<file path="src/rtl/atapi_rd_pkg.sv">
package atapi_rd_pkg;

    typedef enum logic [1:0] {
        S_IDLE   = 2'd0,
        S_XFER   = 2'd1,
        S_REFILL = 2'd2,
        S_DONE   = 2'd3
    } seq_state_e;

    // bit positions of the reason flags inside the sector-count byte
    localparam int RSN_COD = 0;
    localparam int RSN_IO  = 1;
    localparam int RSN_REL = 2;
    localparam int RSN_W   = 3;

endpackage

</file>
<file path="src/rtl/atapi_rd_index.sv">
module atapi_rd_index #(
    parameter int LEN_W     = 16,
    parameter int REQ_W     = 16,
    parameter int ACC_W     = 3,
    parameter int BUF_BYTES = 2048,
    localparam int OFF_W    = $clog2(BUF_BYTES),
    localparam int IDX_W    = LEN_W + 1,
    localparam int CNT_W    = REQ_W + 1
) (
    input  logic             clk,
    input  logic             rst_n,
    input  logic             start,
    input  logic             id_mode,
    input  logic [LEN_W-1:0] total_len,
    input  logic [REQ_W-1:0] req_len,
    input  logic             fire,
    input  logic [ACC_W-1:0] fire_len,
    output logic [IDX_W-1:0] idx,
    output logic [OFF_W-1:0] off_q,
    output logic             id_q,
    output logic             overrun,
    output logic             at_edge,
    output logic             last,
    output logic             boundary,
    output logic [REQ_W-1:0] remain
);

    logic [LEN_W-1:0] total_q;
    logic [REQ_W-1:0] req_q;
    logic [CNT_W-1:0] cnt;
    logic [IDX_W-1:0] idx_next;
    logic [CNT_W-1:0] cnt_next;
    logic [LEN_W-1:0] left;

    always_comb begin
        idx_next = idx + {{(IDX_W-ACC_W){1'b0}}, fire_len};
        cnt_next = cnt + {{(CNT_W-ACC_W){1'b0}}, fire_len};
        last     = idx_next >= {1'b0, total_q};
        boundary = (cnt_next >= {1'b0, req_q}) || last;
        left     = total_q - idx_next[LEN_W-1:0];
        remain   = REQ_W'(left);
        overrun  = idx >= {1'b0, total_q};
        at_edge  = (idx[OFF_W-1:0] == '0) && (idx != '0);
    end

    always_ff @(posedge clk) begin
        if (!rst_n) begin
            idx     <= '0;
            cnt     <= '0;
            off_q   <= '0;
            total_q <= '0;
            req_q   <= '0;
            id_q    <= 1'b0;
        end else if (start) begin
            idx     <= '0;
            cnt     <= '0;
            total_q <= total_len;
            req_q   <= req_len;
            id_q    <= id_mode;
        end else if (fire) begin
            idx   <= idx_next;
            off_q <= idx[OFF_W-1:0];
            cnt   <= boundary ? '0 : cnt_next;
        end
    end

    // the index moves by exactly the access length of the accepted read
    p_index_adv_r3: assert property (@(posedge clk) disable iff (!rst_n)
        (fire && !start) |=> idx == $past(idx) + {{(IDX_W-ACC_W){1'b0}}, $past(fire_len)});

endmodule

</file>
<file path="src/rtl/atapi_rd_ctl.sv">
module atapi_rd_ctl
    import atapi_rd_pkg::*;
#(
    parameter int ACC_W = 3
) (
    input  logic             clk,
    input  logic             rst_n,
    input  logic             start,
    input  logic             rd_req,
    input  logic [ACC_W-1:0] rd_len,
    input  logic             refill_done,
    input  logic             overrun,
    input  logic             at_edge,
    input  logic             id_q,
    input  logic             last,
    output logic             fire,
    output logic [ACC_W-1:0] fire_len,
    output logic             park,
    output logic             refill_req,
    output logic             rd_ack,
    output logic             rd_err
);

    seq_state_e       state_q, state_d;
    logic [ACC_W-1:0] len_q;
    logic             err_d;

    always_ff @(posedge clk) begin
        if (!rst_n) state_q <= S_IDLE;
        else        state_q <= state_d;
    end

    always_comb begin
        state_d  = state_q;
        fire     = 1'b0;
        fire_len = rd_len;
        park     = 1'b0;
        err_d    = 1'b0;
        if (start) begin
            state_d = S_XFER;
        end else begin
            unique case (state_q)
                S_IDLE, S_DONE: begin
                    if (rd_req) err_d = 1'b1;
                end
                S_XFER: begin
                    if (rd_req) begin
                        if (overrun) begin
                            err_d = 1'b1;
                        end else if (at_edge && !id_q) begin
                            park    = 1'b1;
                            state_d = S_REFILL;
                        end else begin
                            fire = 1'b1;
                            if (last) state_d = S_DONE;
                        end
                    end
                end
                S_REFILL: begin
                    fire_len = len_q;
                    if (refill_done) begin
                        fire    = 1'b1;
                        state_d = last ? S_DONE : S_XFER;
                    end
                end
                default: ;
            endcase
        end
    end

    always_ff @(posedge clk) begin
        if (!rst_n) begin
            rd_ack <= 1'b0;
            rd_err <= 1'b0;
            len_q  <= '0;
        end else begin
            rd_ack <= fire;
            rd_err <= err_d;
            if (park) len_q <= rd_len;
        end
    end

    assign refill_req = (state_q == S_REFILL);

    // a read is either accepted or rejected, never both
    p_ack_err_excl_r4: assert property (@(posedge clk) disable iff (!rst_n)
        !(rd_ack && rd_err));

    // no data is returned while the refill is outstanding
    p_refill_stall_r5: assert property (@(posedge clk) disable iff (!rst_n)
        (refill_req && !refill_done && !start) |=> !rd_ack);

endmodule

</file>
<file path="src/rtl/atapi_rd_status.sv">
module atapi_rd_status
    import atapi_rd_pkg::*;
#(
    parameter int REQ_W = 16
) (
    input  logic              clk,
    input  logic              rst_n,
    input  logic              start,
    input  logic [REQ_W-1:0]  req_len,
    input  logic              irq_dis,
    input  logic              fire,
    input  logic              park,
    input  logic              boundary,
    input  logic              last,
    input  logic              id_q,
    input  logic [REQ_W-1:0]  remain,
    output logic              irq,
    output logic              drq,
    output logic              drdy,
    output logic              bsy,
    output logic [RSN_W-1:0]  ireason,
    output logic [REQ_W-1:0]  byte_count
);

    always_ff @(posedge clk) begin
        if (!rst_n) begin
            irq        <= 1'b0;
            drq        <= 1'b0;
            drdy       <= 1'b0;
            bsy        <= 1'b0;
            ireason    <= '0;
            byte_count <= '0;
        end else begin
            irq <= 1'b0;
            if (start) begin
                drq        <= 1'b1;
                drdy       <= 1'b0;
                bsy        <= 1'b0;
                ireason    <= '0;
                byte_count <= req_len;
            end else begin
                if (park) bsy <= 1'b1;
                if (fire) begin
                    bsy <= 1'b0;
                    if (id_q) begin
                        drdy <= 1'b1;
                        if (last) drq <= 1'b0;
                    end else if (boundary) begin
                        ireason[RSN_IO] <= 1'b1;
                        irq             <= !irq_dis;
                        if (last) begin
                            drq              <= 1'b0;
                            drdy             <= 1'b1;
                            ireason[RSN_COD] <= 1'b1;
                            ireason[RSN_REL] <= 1'b0;
                        end else begin
                            drq              <= 1'b1;
                            ireason[RSN_COD] <= 1'b0;
                            byte_count       <= remain;
                        end
                    end
                end
            end
        end
    end

    // an interrupt always comes with data flowing to the host and busy low
    p_irq_flags_r9: assert property (@(posedge clk) disable iff (!rst_n)
        irq |-> (ireason[RSN_IO] && !bsy));

    // the closing interrupt reports command completion
    p_final_flags_r8: assert property (@(posedge clk) disable iff (!rst_n)
        (irq && !drq) |-> (ireason[RSN_COD] && drdy && !ireason[RSN_REL]));

    // identify transfers never interrupt
    p_id_quiet_r11: assert property (@(posedge clk) disable iff (!rst_n)
        id_q |-> !irq);

endmodule

</file>
<file path="src/rtl/atapi_pio_rd_seq.sv">
module atapi_pio_rd_seq
    import atapi_rd_pkg::*;
#(
    parameter int LEN_W     = 16,
    parameter int REQ_W     = 16,
    parameter int ACC_W     = 3,
    parameter int BUF_BYTES = 2048,
    localparam int OFF_W    = $clog2(BUF_BYTES),
    localparam int IDX_W    = LEN_W + 1
) (
    input  logic             clk,
    input  logic             rst_n,
    input  logic             start,
    input  logic             id_mode,
    input  logic [LEN_W-1:0] total_len,
    input  logic [REQ_W-1:0] req_len,
    input  logic             irq_dis,
    input  logic             rd_req,
    input  logic [ACC_W-1:0] rd_len,
    input  logic             refill_done,
    output logic             rd_ack,
    output logic [OFF_W-1:0] rd_off,
    output logic             rd_err,
    output logic             refill_req,
    output logic             irq,
    output logic             drq,
    output logic             drdy,
    output logic             bsy,
    output logic [RSN_W-1:0] ireason,
    output logic [REQ_W-1:0] byte_count,
    output logic [IDX_W-1:0] xfer_index
);

    logic             fire, park, id_q, overrun, at_edge, last, boundary;
    logic [ACC_W-1:0] fire_len;
    logic [REQ_W-1:0] remain;

    atapi_rd_index #(
        .LEN_W(LEN_W), .REQ_W(REQ_W), .ACC_W(ACC_W), .BUF_BYTES(BUF_BYTES)
    ) index_i (
        .clk(clk), .rst_n(rst_n), .start(start), .id_mode(id_mode),
        .total_len(total_len), .req_len(req_len),
        .fire(fire), .fire_len(fire_len),
        .idx(xfer_index), .off_q(rd_off), .id_q(id_q),
        .overrun(overrun), .at_edge(at_edge), .last(last),
        .boundary(boundary), .remain(remain)
    );

    atapi_rd_ctl #(.ACC_W(ACC_W)) ctl_i (
        .clk(clk), .rst_n(rst_n), .start(start), .rd_req(rd_req),
        .rd_len(rd_len), .refill_done(refill_done), .overrun(overrun),
        .at_edge(at_edge), .id_q(id_q), .last(last),
        .fire(fire), .fire_len(fire_len), .park(park),
        .refill_req(refill_req), .rd_ack(rd_ack), .rd_err(rd_err)
    );

    atapi_rd_status #(.REQ_W(REQ_W)) status_i (
        .clk(clk), .rst_n(rst_n), .start(start), .req_len(req_len),
        .irq_dis(irq_dis), .fire(fire), .park(park), .boundary(boundary),
        .last(last), .id_q(id_q), .remain(remain),
        .irq(irq), .drq(drq), .drdy(drdy), .bsy(bsy),
        .ireason(ireason), .byte_count(byte_count)
    );

endmodule

</file>
<file path="config.mk">
export PLATFORM = sky130hd
export DESIGN_NAME = atapi_pio_rd_seq
export DESIGN_NICKNAME = d
export VERILOG_FILES = /design/src/rtl/atapi_rd_pkg.sv /design/src/rtl/atapi_rd_index.sv /design/src/rtl/atapi_rd_ctl.sv /design/src/rtl/atapi_rd_status.sv /design/src/rtl/atapi_pio_rd_seq.sv
export SDC_FILE = /design/constraint.sdc
export NUM_CORES = 1
export LEC_CHECK = 0
export ABC_CLOCK_PERIOD_IN_PS = 7900
export CORE_ASPECT_RATIO = 0.9
export CORE_MARGIN = 2
export CORE_UTILIZATION = 40
export DETAILED_ROUTE_END_ITERATION = 7
export SLEW_MARGIN = 15
export SYNTH_ARGS = -nofsm -noshare
export SYNTH_HDL_FRONTEND = slang
export SYNTH_SLANG_ARGS = --single-unit
</file>
<file path="constraint.sdc">
create_clock -name clk -period 7.9 [get_ports clk]
set_input_delay 1.58 -clock clk [delete_from_list [all_inputs] [get_ports clk]]
set_output_delay 1.58 -clock clk [all_outputs]
set_load 0.01 [all_outputs]
</file>
Yosys cells after proc, flatten, opt, wreduce, memory -nomap -nowiden
Cells that the tools add are included.
Widths: inputs -> output; s select.
{ "classes": {"n_eq_ne": 14, "order_cmp": 3, "reduce_logical": 26, "bitwise": 5, "mux": 41, "addsub": 3} }
{ "op_table": {"columns": ["operator", "n"], "rows": [
  ["$mux 16", 5],
  ["$ge 17x16->1", 3],
  ["$add 17x3->17", 2],
  ["$mux 1", 24],
  ["$mux 17", 1],
  ["$reduce_bool 17->1", 1],
  ["$sub 16x16->16", 1],
  ["$mux 2", 6],
  ["$logic_not 11->1", 1],
  ["$ne 2x2->1 const B", 5],
  ["$reduce_and 5->1", 2],
  ["$reduce_bool 2->1", 5],
  ["$ne 3x3->1 const B", 3],
  ["$reduce_and 3->1", 3],
  ["$mux 3", 2],
  ["$reduce_bool 3->1", 2],
  ["$not 1->1", 5],
  ["$reduce_or 5->1", 1],
  ["$eq 2x2->1 const B", 2],
  ["$ne 4x2->1 const B", 1],
  ["$pmux 1 s2", 2],
  ["$pmux 2 s2", 1],
  ["$reduce_and 4->1", 1],
  ["$reduce_or 2->1", 2],
  ["other kinds (9)", 11]
]} }
{ "word_totals": {"input_bits": 42, "out_inout_bits": 54, "elab_cells": 109, "register_bits": 107} }

Depth between registers and ports, before layout
{ "logic_depth": {"depth_word": 11, "ltp_mapped": 25, "mapped_depth_nobuf": 23} }

Cells and area by module
Synthesis repeated with hierarchy kept, for this count alone.
{ "unflattened": {"hier_cells": 811, "hier_area_um2": 7233.2} }
{ "modules_own_cells": {"columns": ["module", "n_inst", "cells_each", "area_per_inst_um2", "seq_area_each_um2"], "rows": [
  ["atapi_rd_index", 1, 669, 5799.3, 1561.5],
  ["atapi_rd_status", 1, 99, 1037.2, 440.4],
  ["atapi_rd_ctl", 1, 43, 396.6, 140.1]
]} }

Worst setup path after synthesis
No wires, ideal clock.
{ "synth_path": {"kind": "input-to-reg", "startpoint": "input start", "endpoint": "register status_i.byte_count[10]", "setup_time_ns": 0.116, "path_buffers": 4, "t_arrival_ns": 6.038, "slack_ns": 1.746, "t_required_ns": 7.784, "path_stages": 24, "path_cell_list": "clkbuf_1 -> nand2b_1 -> mux2_2 -> ha_1 -> a21oi_1 -> a21oi_1 -> and3_1 -> and3_1 -> and2_0 -> clkbuf_1 -> nand2_1 -> xor2_1 -> inv_1 -> ha_1 -> o21a_1 -> o21ai_1 -> a311o_1 -> o211ai_1 -> nor3_4 -> o2111ai_2 -> a31o_2 -> buf_6 -> buf_6 -> o211a_1"} }
{ "synth_between": {"word_cells_on_any_way": 18, "classes_between": "add/sub: 3; order compare: 2; eq/ne: 2; mux: 7; reduce/logical: 4"} }
{ "synth_lines": {"columns": ["item", "line_no", "rtl"], "rows": [
  ["start, declared", "atapi_pio_rd_seq.sv:13", "input logic start,"],
  ["$mux 3 *", "atapi_rd_ctl.sv:39", "if (start) begin"],
  ["$add 17x3->17 *", "atapi_rd_index.sv:36", "idx_next = idx + {{(IDX_W-ACC_W){1'b0}}, fire_len};"],
  ["named net index_i.idx_next[13]", "atapi_rd_index.sv:31", "logic [IDX_W-1:0] idx_next;"],
  ["$ge 17x16->1 *", "atapi_rd_index.sv:38", "last = idx_next >= {1'b0, total_q};"],
  ["$logic_or 1x1->1", "atapi_rd_index.sv:39", "boundary = (cnt_next >= {1'b0, req_q}) || last;"],
  ["$reduce_bool 2->1 (no source line)", null, null],
  ["$reduce_and 4->1 (no source line) *", null, null],
  ["end signal, assigned", "atapi_rd_status.sv:40", "byte_count <= req_len;"],
  ["end signal, assigned", "atapi_rd_status.sv:59", "byte_count <= remain;"],
  ["end, declared", "atapi_rd_status.sv:22", "output logic [REQ_W-1:0] byte_count"]
]} }
The timed path passes the listed nets; every way through them passes the cells marked *. The select of a mux whose other input is x is not followed.
A chain may end at the register's enable or synchronous reset.

Worst setup path after layout
{ "layout_path": {"startpoint": "input rd_len[2]", "endpoint": "register status_i.byte_count[9]"} }
{ "layout_between": {"word_cells_on_any_way": 16, "classes_between": "add/sub: 3; order compare: 2; eq/ne: 1; mux: 7; reduce/logical: 3"} }
{ "layout_lines": {"columns": ["item", "line_no", "rtl"], "rows": [
  ["start, declared", "atapi_pio_rd_seq.sv:19", "input logic [ACC_W-1:0] rd_len,"],
  ["$mux 3", "atapi_rd_ctl.sv:42", "unique case (state_q)"],
  ["$mux 3 *", "atapi_rd_ctl.sv:39", null],
  ["$add 17x3->17 *", "atapi_rd_index.sv:36", null],
  ["named net index_i.idx_next[13]", "atapi_rd_index.sv:31", null],
  ["$ge 17x16->1 *", "atapi_rd_index.sv:38", null],
  ["$logic_or 1x1->1", "atapi_rd_index.sv:39", null],
  ["$reduce_bool 2->1 (no source line)", null, null],
  ["$reduce_and 4->1 (no source line) *", null, null]
]} }
Marks and branches as above.

==> impl_metrics.json <==
{
  "final-max-slew-violation-count": 0,
  "post_cts_buffers": 0,
  "max-clock-path-buffers": 2,
  "grt.busiest_layer": "met1",
  "cts_buffers": 9,
  "coreArea_mm2": 0.01683,
  "io_buffer_count": 94,
  "areaGrowthSynthToFinish_pct": 19.61,
  "setup_tns_ns": 0,
  "clock_latency_ns": 0.36,
  "final-setup-viol-count": 0,
  "finalNonFillerCells": 1108,
  "grt_antenna_before_repair": 0,
  "worst_slew_pin_slew_ns": 0.8475,
  "design_area_mm2": 0.008227,
  "min_path_type": "reg -> reg",
  "p_total_mw": 1.293,
  "grtUsageMet3": 0.03684,
  "criticalPathCategory": "in -> reg",
  "drcViolationCount": 0,
  "crit_required_ns": 8.21,
  "setup_slack_ns": 1.299,
  "reg2reg_depth": 24,
  "critPathLaunchType": "input port",
  "rows": 45,
  "met1_usage": 0.2970,
  "skew_ns": 0.008950,
  "clk_pin_slew_ns": 0.07,
  "drtIter0Drc": 271,
  "status": "completed",
  "r2r_start": "ctl_i.state_q[0]$_SDFFE_PN0P_",
  "dieArea_mm2": 0.01826,
  "grt_use_total": 0.1983,
  "period_minus_slack_ns": 6.601,
  "placed_cells": 1092,
  "path_max_fanout": 30,
  "wire_per_inst_um": 15.95,
  "cts_hold_buf": 0,
  "min_to": "index_i.off_q[2]$_SDFFE_PN0P_",
  "synth_area_leader_cell": "dfxtp_1",
  "cts.sinks": 107,
  "max_cap_viol_count": 0,
  "max_freq_ghz": 0.1515,
  "cts_resized": 0,
  "yosys_warnings": 0,
  "num-nets-final": 1010,
  "gp_congestion": 0.8969,
  "firstDrtPassIters": 4,
  "power.density_mw_per_mm2": 157.2,
  "leakage_nw": 3.502,
  "tritoncts": "built",
  "relSlewSlack": 0.4350,
  "drt_wl_total_mm": 17.67,
  "hold_start": "index_i.off_q[2]$_SDFFE_PN0P_",
  "hpwl_mm": 13.26,
  "synth_cell_types": 62,
  "gr-usage-met2": 0.2887,
  "synth_edf_count": 0,
  "ir_drop_uv": 97.45,
  "grt_pass1_vias": 5177,
  "drive_gt1_frac": 0.04348,
  "synth_ff_type": "dfxtp_1",
  "yosysMostFrequentCell": "dfxtp_1",
  "initial_core_util": 0.4085,
  "ff2ff_setup_slack_ns": 1.99,
  "grt_max_degree": 71,
  "synth.avg_cell_area_um2": 8.327,
  "place_area_mm2": 0.007916,
  "cp-end-kind": "flop",
  "seq_area_frac_synth": 0.3114,
  "final_core_util": 0.4887,
  "diodes": 0,
  "routed_via_density": 5.099,
  "via_count": 5650,
  "io_pins": 96,
  "timing.final.crit_share": 0.8356,
  "synth_area_leaders": "dfxtp_1 (31%), ha_1 (13%), nand2_1 (4.4%)",
  "synth_fp_nets": 944,
  "h-tree-depth": 3,
  "r2r-end": "status_i.byte_count[9]$_SDFFE_PN0P_",
  "grt_overflow_total": 0,
  "die_x_um": 142.2,
  "whs_ns": 0.4679,
  "hold_violations": 0,
  "crit_arrival_ns": 6.91,
  "grt_first_pass_wirelength_mm": 28.19,
  "synth_area_mm2": 0.006878,
  "clockRootBuffer": "clkbuf_16",
  "async_flop_share": 0,
  "synth.top_cell.area_share": 0.3114,
  "synthCells": 826,
  "ys_seq_elements": 107,
  "pre_cts_ws_ns": 0.9478,
  "synth_common_cells": "dfxtp_1 (107), nand2_1 (81), ha_1 (73), inv_1 (68), nor2_1 (64)",
  "rsz0062_at_grt": "false",
  "holdPathStages": 2,
  "ant_nets": 0,
  "die_h_um": 128.4
}
## state kept, by name, indices dropped and copies added, names as in the netlist, 2 cells and up
| name | count |
|---|---|
| index_i.total_q | 16 |
| status_i.ireason | 2 |
| index_i.req_q | 16 |
| index_i.idx | 17 |
| index_i.cnt | 17 |
| ctl_i.len_q | 3 |
| index_i.off_q | 11 |
| status_i.byte_count | 16 |
| ctl_i.state_q | 2 |
## worst max path at each step
stage                                                       to       from  cells past startpoint
final                      status_i.byte_count[9]$_SDFFE_PN0P_  rd_len[2]                     22
after global routing      status_i.byte_count[12]$_SDFFE_PN0P_  rd_len[2]                     22
after CTS                  status_i.byte_count[9]$_SDFFE_PN0P_  rd_len[2]                     22
after detailed placement  status_i.byte_count[12]$_SDFFE_PN0P_  rd_len[2]                     22
after global placement    status_i.byte_count[13]$_SDFFE_PN0P_  rd_len[2]                     22
after floorplan           status_i.byte_count[10]$_SDFFE_PN0P_      start                     24
## layout make-up
class | count | area (um2)
Clock buffer | 9 | 225.2
Fill cell | 1627 | 8608
Inverter | 68 | 255.2
Timing Repair Buffer | 100 | 975.9
Clock inverter | 7 | 85.08
Tap cell | 211 | 264.0
Sequential cell | 107 | 2142
Multi-Input combinational cell | 606 | 4279
## logic make-up (layout without fill, tap and decap cells)
| family | count (synthesis) | in the layout | synth area share |
|---|---|---|---|
| xor+xnor | 57 | 57 | 0.07368 |
| fa+ha+maj | 76 | 76 | 0.1415 |
| flops | 107 | 107 | 0.3114 |
| compound gates | 160 | 160 | 0.1561 |
| other cells | 1 | 1 | 0.0005452 |
| simple gates | 281 | 281 | 0.2047 |
| mux | 31 | 31 | 0.04566 |
| buf+inv | 113 | 184 | 0.06640 |
## placed cells by master, fill, tap and decap left out, types with 9 or more instances in the layout
master,instances
and2_1,10
inv_1,68
o211ai_1,13
xnor2_1,27
a21boi_0,14
a21oi_1,46
nor3_1,11
xor2_1,29
o21ai_0,32
mux2i_1,28
ha_1,73
nand2b_1,9
and3_1,10
dfxtp_1,107
clkbuf_16,9
nand4_1,12
nor2b_1,28
nand3_1,24
nor2_1,64
clkdlybuf4s50_1,92
o211a_1,12
nand2_1,81
## per-layer routing
metal	wire [um]	share of wire	vias up
met3	702	0.040	14
li1	-	-	2936
met5	0	0	-
met4	243	0.014	0
met2	7442	0.42	110
met1	9283	0.53	2590
## report_power, final
part	switching [mW]	internal [mW]	total, mW
clock	0.222	0.251	0.473
combinational	0.136	0.112	0.248
sequential	0.0135	0.558	0.572
## critical path, cell delays in order
cell	delay, ns
clkdlybuf4s50_1	0.41
mux2_2	0.32
ha_1	0.31
a21oi_1	0.09
a21oi_1	0.33
and3_1	0.28
and3_1	0.22
and2_0	0.31
nand2_1	0.10
xor2_1	0.21
inv_1	0.07
ha_1	0.34
o21a_1	0.19
o21ai_1	0.23
a311o_1	0.17
o211ai_1	0.16
nor3_4	0.37
o2111ai_2	0.15
buf_4	0.23
a31o_2	0.45
o311ai_1	0.17
o211a_1	0.20
(Power assumes the default switching activity.)
